`src/rtl/tmr_pkg.sv`:
```
`timescale 1ns/1ps
package tmr_pkg;
    localparam int DW    = 32;
    localparam int CNT_W = 64;
    localparam int NCH   = 6;
    localparam int AW    = 4;
    localparam int DIV_W = 16;

    typedef enum logic [3:0] {
        RA_CNT_LO = 4'd0,
        RA_CNT_HI = 4'd1,
        RA_CMP0   = 4'd2,
        RA_STATUS = 4'd8,
        RA_IEN    = 4'd9,
        RA_WDEN   = 4'd10,
        RA_DIV    = 4'd11,
        RA_SNAP   = 4'd12,
        RA_SNP_LO = 4'd13,
        RA_SNP_HI = 4'd14
    } reg_addr_e;

    typedef struct packed {
        logic          wr;
        logic [AW-1:0] addr;
        logic [DW-1:0] data;
    } bus_req_t;

    function automatic logic wr_hit(bus_req_t r, reg_addr_e a);
        return r.wr && (r.addr == a);
    endfunction
endpackage

```
`src/rtl/tmr_prescaler.sv`:
```
`timescale 1ns/1ps
module tmr_prescaler #(
    parameter int PS_W = 16
) (
    input  logic            clk,
    input  logic            rst,
    input  logic [PS_W-1:0] div,
    input  logic            restart,
    output logic            tick
);
    localparam int PC_W = PS_W + 1;

    logic [PC_W-1:0] phase_q;

    // terminal phase is 2*D+1, i.e. the divider with a one appended
    assign tick = (phase_q == {div, 1'b1}) && !restart;

    always_ff @(posedge clk) begin
        if (rst || restart || tick) phase_q <= '0;
        else                        phase_q <= phase_q + 1'b1;
    end
endmodule

```
`src/rtl/tmr_counter.sv`:
```
`timescale 1ns/1ps
module tmr_counter #(
    parameter int CW = 64,
    parameter int HW = 32
) (
    input  logic          clk,
    input  logic          rst,
    input  logic          tick,
    input  logic          ld_lo,
    input  logic          ld_hi,
    input  logic [HW-1:0] ld_data,
    output logic [CW-1:0] cnt,
    output logic          adv
);
    always_ff @(posedge clk) begin
        if (rst) begin
            cnt <= '0;
            adv <= 1'b0;
        end else begin
            adv <= tick && !ld_lo && !ld_hi;
            if (ld_lo)      cnt[HW-1:0]  <= ld_data;
            else if (ld_hi) cnt[CW-1:HW] <= ld_data;
            else if (tick)  cnt          <= cnt + 1'b1;
        end
    end
endmodule

```
`src/rtl/tmr_match_bank.sv`:
```
`timescale 1ns/1ps
module tmr_match_bank #(
    parameter int N  = 6,
    parameter int DW = 32
) (
    input  logic                 clk,
    input  logic                 rst,
    input  logic                 adv,
    input  logic [DW-1:0]        cnt_lo,
    input  logic [N-1:0]         cmp_we,
    input  logic [DW-1:0]        wdata,
    input  logic [N-1:0]         clr,
    output logic [N-1:0][DW-1:0] cmp,
    output logic [N-1:0]         hit,
    output logic [N-1:0]         status
);
    for (genvar i = 0; i < N; i++) begin : g_ch
        assign hit[i] = adv && (cnt_lo == cmp[i]);

        always_ff @(posedge clk) begin
            if (rst) begin
                cmp[i]    <= '0;
                status[i] <= 1'b0;
            end else begin
                if (cmp_we[i]) cmp[i] <= wdata;
                // a hit in the same cycle as a clear wins
                status[i] <= (status[i] && !clr[i]) || hit[i];
            end
        end
    end
endmodule

```
`src/rtl/tmr_latched_timer.sv`:
```
`timescale 1ns/1ps
module tmr_latched_timer
    import tmr_pkg::*;
#(
    parameter int NUM_CH = NCH,
    parameter int PS_W   = DIV_W
) (
    input  logic          clk,
    input  logic          rst,
    input  logic          bus_wr,
    input  logic [AW-1:0] bus_addr,
    input  logic [DW-1:0] bus_wdata,
    output logic [DW-1:0] bus_rdata,
    output logic          irq,
    output logic          wdt_rst
);
    localparam int WDT_CH = NUM_CH - 1;

    bus_req_t req;
    assign req = '{wr: bus_wr, addr: bus_addr, data: bus_wdata};

    logic                     tick, adv;
    logic [CNT_W-1:0]         cnt_q;
    logic [CNT_W-1:0]         lat_q;
    logic [PS_W-1:0]          div_q;
    logic [NUM_CH-1:0]        ien_q;
    logic                     wden_q;
    logic                     irq_q, wdt_q;
    logic [NUM_CH-1:0]        cmp_we, clr, hit, status_q;
    logic [NUM_CH-1:0][DW-1:0] cmp_v;

    for (genvar i = 0; i < NUM_CH; i++) begin : g_we
        assign cmp_we[i] = req.wr && (req.addr == AW'(int'(RA_CMP0) + i));
    end
    assign clr = wr_hit(req, RA_STATUS) ? req.data[NUM_CH-1:0] : '0;

    tmr_prescaler #(.PS_W(PS_W)) u_ps (
        .clk     (clk),
        .rst     (rst),
        .div     (div_q),
        .restart (wr_hit(req, RA_DIV)),
        .tick    (tick)
    );

    tmr_counter #(.CW(CNT_W), .HW(DW)) u_cnt (
        .clk     (clk),
        .rst     (rst),
        .tick    (tick),
        .ld_lo   (wr_hit(req, RA_CNT_LO)),
        .ld_hi   (wr_hit(req, RA_CNT_HI)),
        .ld_data (req.data),
        .cnt     (cnt_q),
        .adv     (adv)
    );

    tmr_match_bank #(.N(NUM_CH), .DW(DW)) u_mb (
        .clk    (clk),
        .rst    (rst),
        .adv    (adv),
        .cnt_lo (cnt_q[DW-1:0]),
        .cmp_we (cmp_we),
        .wdata  (req.data),
        .clr    (clr),
        .cmp    (cmp_v),
        .hit    (hit),
        .status (status_q)
    );

    always_ff @(posedge clk) begin
        if (rst) begin
            lat_q  <= '0;
            div_q  <= '0;
            ien_q  <= '0;
            wden_q <= 1'b0;
            irq_q  <= 1'b0;
            wdt_q  <= 1'b0;
        end else begin
            if (wr_hit(req, RA_SNAP) && req.data[0]) lat_q <= cnt_q;
            if (wr_hit(req, RA_DIV))  div_q  <= req.data[PS_W-1:0];
            if (wr_hit(req, RA_IEN))  ien_q  <= req.data[NUM_CH-1:0];
            if (wr_hit(req, RA_WDEN)) wden_q <= req.data[0];
            irq_q <= |(status_q & ien_q);
            wdt_q <= wden_q && hit[WDT_CH];
        end
    end

    always_comb begin
        bus_rdata = '0;
        case (req.addr)
            RA_CNT_LO: bus_rdata = cnt_q[DW-1:0];
            RA_CNT_HI: bus_rdata = cnt_q[CNT_W-1:DW];
            RA_STATUS: bus_rdata = DW'(status_q);
            RA_IEN:    bus_rdata = DW'(ien_q);
            RA_WDEN:   bus_rdata = DW'(wden_q);
            RA_DIV:    bus_rdata = DW'(div_q);
            RA_SNP_LO: bus_rdata = lat_q[DW-1:0];
            RA_SNP_HI: bus_rdata = lat_q[CNT_W-1:DW];
            default: begin
                for (int i = 0; i < NUM_CH; i++)
                    if (req.addr == AW'(int'(RA_CMP0) + i)) bus_rdata = cmp_v[i];
            end
        endcase
    end

    assign irq     = irq_q;
    assign wdt_rst = wdt_q;
endmodule

```
`config.mk`:
```
export PLATFORM = sky130hd
export DESIGN_NAME = tmr_latched_timer
export DESIGN_NICKNAME = d
export VERILOG_FILES = /design/src/rtl/tmr_pkg.sv /design/src/rtl/tmr_prescaler.sv /design/src/rtl/tmr_counter.sv /design/src/rtl/tmr_match_bank.sv /design/src/rtl/tmr_latched_timer.sv
export SDC_FILE = /design/constraint.sdc
export NUM_CORES = 1
export LEC_CHECK = 0
export ABC_AREA = 1
export BUFFER_PORTS_ARGS = -buffer_cell sky130_fd_sc_hd__buf_2
export CAP_MARGIN = 25
export CORE_ASPECT_RATIO = 1.2
export CORE_MARGIN = 3
export CORE_UTILIZATION = 55
export CTS_CLUSTER_DIAMETER = 200
export CTS_CLUSTER_SIZE = 10
export DETAILED_ROUTE_END_ITERATION = 12
export PLACE_DENSITY = 0.7
export REMOVE_ABC_BUFFERS = 1
export SLEW_MARGIN = 20
export SYNTH_ARGS = -nofsm -noshare
export SYNTH_HDL_FRONTEND = slang
export SYNTH_HIERARCHICAL = 1
export SYNTH_SLANG_ARGS = --single-unit
```
`constraint.sdc`:
```
create_clock -name clk -period 6.5 [get_ports clk]
set_clock_uncertainty 0.1 [all_clocks]
set_input_delay 1.95 -clock clk [delete_from_list [all_inputs] [get_ports clk]]
set_output_delay 1.95 -clock clk [all_outputs]
set_load 0.01 [all_outputs]
```
==> out/summary.md <==
### Timing
• final-report hold violation count: 0
• Tightest Pin Transition: 1.01 ns
• minimum clock period: 5.92 ns
• top achievable clock speed: 169 MHz
• final period utilization: 0.912
• unrepaired setup endpoints after global routing: false
• Slew Limit Headroom: 0.322
• total negative slack: 0 ns
• slack of the critical path: 0.575 ns
• number of failing setup endpoints in the final timing report: 0
• final max-slew violation count: 0

### Yosys
• post-synthesis area per instance: 5.94 sq um
• cell count after synthesis: 3815
• Netlist Area Pre-Place: 0.0226 sq mm
• Warnings, synthesis: 6

### Drt
• Routed met3 length: 8.26 mm
• DR pass1 iterations: 6
• via count: 25.0k
• Antenna Nets Post-Route: 0
• routed length on met2: 40.3 mm
• remaining design rule violation count: 0
• highest metal used: met4
• post-DR vias/cell: 5.75
• routed metal-1 wirelength: 34.3 mm
• post-detailed-route wirelength per cell: 20.7 um
• drt first-iter violations: 3025
• Post-Route WL: 89.9 mm

### Cells and area
• number of inserted diodes: 0
• share of final-layout standard cells stronger than drive strength 1: 0.0776
• fill count: 4048
• Net count, final: 3854
• area growth from synthesis to final layout: 8.01%
• most frequent cells in the layout: sky130_fd_sc_hd__nand2_1 (1405), sky130_fd_sc_hd__nor2_1 (557), sky130_fd_sc_hd__dfxtp_1 (369)
• most common library cell in the layout ignoring fill and taps: sky130_fd_sc_hd__nand2_1

### Setup path
• type of element capturing the critical path: output port
• required time of the critical path: 4.45 ns
• crit start category: input port
• highest fanout seen on the critical path: 31
• category of the most critical setup path: in -> out
• data arrival time of the critical path: 3.87 ns

### Die
• total I/O pin count: 73
• Row Count: 80
• die area: 0.0437 sq mm
• Die Wd: 191 um
• core footprint: 0.0402 sq mm
• starting density of the core: 0.563
• die height: 228 um

### Power and ir drop
• ratio of total power to cell area: 207 mW/mm^2
• Max IR drop VDD: 0.178 mV
• post-route total power: 5060 uW
• static leakage power: 0.00987 uW

### CTS
• TritonCTS clock tree: yes
• sinks on the clock net: 369
• Clock Latency Late Sink: 0.59 ns
• worst-case clock buffer depth: 3
• number of hold-repair buffers added at the cts stage: 0
• clock transition at the registers of the reported paths: 0.06 ns
• CTS buffer count: 42
• post-CTS setup repair buffer count: 0
• Resize count post-CTS: 0
• clock root buffer: sky130_fd_sc_hd__clkbuf_16
• depth of the CTS H-tree: 2

### GRT
• global router's overall resource usage: 0.399
• global route total overflow: 0
• initial antenna violation count: 0
• first-pass GRT wire length: 135 mm
• pin count of the biggest net entering global routing: 140
• via count of the first global-routing pass: 22.9k

### Placement
• placer congestion estimate: 0.995
• post-placement worst setup slack: 0.688 ns
• dpl hpwl: 62.8 mm
• Port Buffers: 72

### Flow run
• max-cap check violation count: 0

### Worst hold path
• Hold Crit Class: reg -> reg

### Run status
• run status: finished clean

-- final cells by class --
cell class | instances | area [sq um] | area share
Clock buffer | 44 | 1080 | 0.0441
Timing Repair Buffer | 131 | 896 | 0.0366
Clock inverter | 1 | 8.76 | 0.000358
Multi-Input combinational cell | 2856 | 12900 | 0.526
Sequential cell | 369 | 7390 | 0.302
Tap cell | 533 | 667 | 0.0273
Inverter | 413 | 1560 | 0.0636
-- critical path: stages --
cell and delay [ns]:
sky130_fd_sc_hd__buf_2 0.16, sky130_fd_sc_hd__inv_1 0.09, sky130_fd_sc_hd__nand2_1 0.19, sky130_fd_sc_hd__nor2_2 0.04
sky130_fd_sc_hd__buf_4 0.29, sky130_fd_sc_hd__nand2_1 0.12, sky130_fd_sc_hd__nand3_1 0.08, sky130_fd_sc_hd__nor2_1 0.53
sky130_fd_sc_hd__nand3_1 0.23, sky130_fd_sc_hd__buf_2 0.20
-- report_power, final --
part           internal [uW]  leakage (uW)  switching (uW)  total, uW
combinational            152       0.00636             443        595
clock                   1160      0.000536             954       2120
sequential              2300       0.00298            49.0       2350
-- flip-flops by register name, indices dropped and copies added, names as in the netlist --
| name | cells |
|---|---|
| u_cnt/cnt | 64 |
| ien_q | 6 |
| div_q | 16 |
| u_cnt/adv | 1 |
| wdt_rst | 1 |
| u_mb/status | 6 |
| wden_q | 1 |
| u_mb/cmp | 192 |
| lat_q | 64 |
| irq | 1 |
| u_ps/phase_q | 17 |
-- worst paths after layout --
kind                                                 start                         to  slack (ns)  cells past startpoint
worst min register to register         wden_q$_SDFFE_PP0P_         wdt_rst$_SDFF_PP0_        0.35                      2
worst max-delay path                           bus_addr[1]               bus_rdata[3]        0.58                     10
worst max register to register  u_ps/phase_q[9]$_SDFF_PP0_  u_cnt/cnt[4]$_SDFFE_PP0P_        3.61                     14
worst min-delay path                   wden_q$_SDFFE_PP0P_         wdt_rst$_SDFF_PP0_        0.35                      2
-- stage by stage --
step | util | hold slack (ns) | area [sq um] | cells
floorplan | - | 0.323 | 21800 | 3638
global placement | 0.579 | 0.338 | 23300 | 4299
detailed placement | 0.580 | 0.338 | 23300 | 4301
CTS | 0.607 | 0.352 | 24400 | 4346
global route | 0.608 | 0.373 | 24500 | 4347
finish | 0.608 | 0.355 | 24500 | 4347
-- layer usage --
metal | GRT usage | vias up
li1 | - | 11927
met1 | 0.497 | 11361
met2 | 0.633 | 1384
met3 | 0.0619 | 344
met4 | 0.267 | 0
met5 | 0 | -
Note: power is estimated with default switching activity, not from simulation.
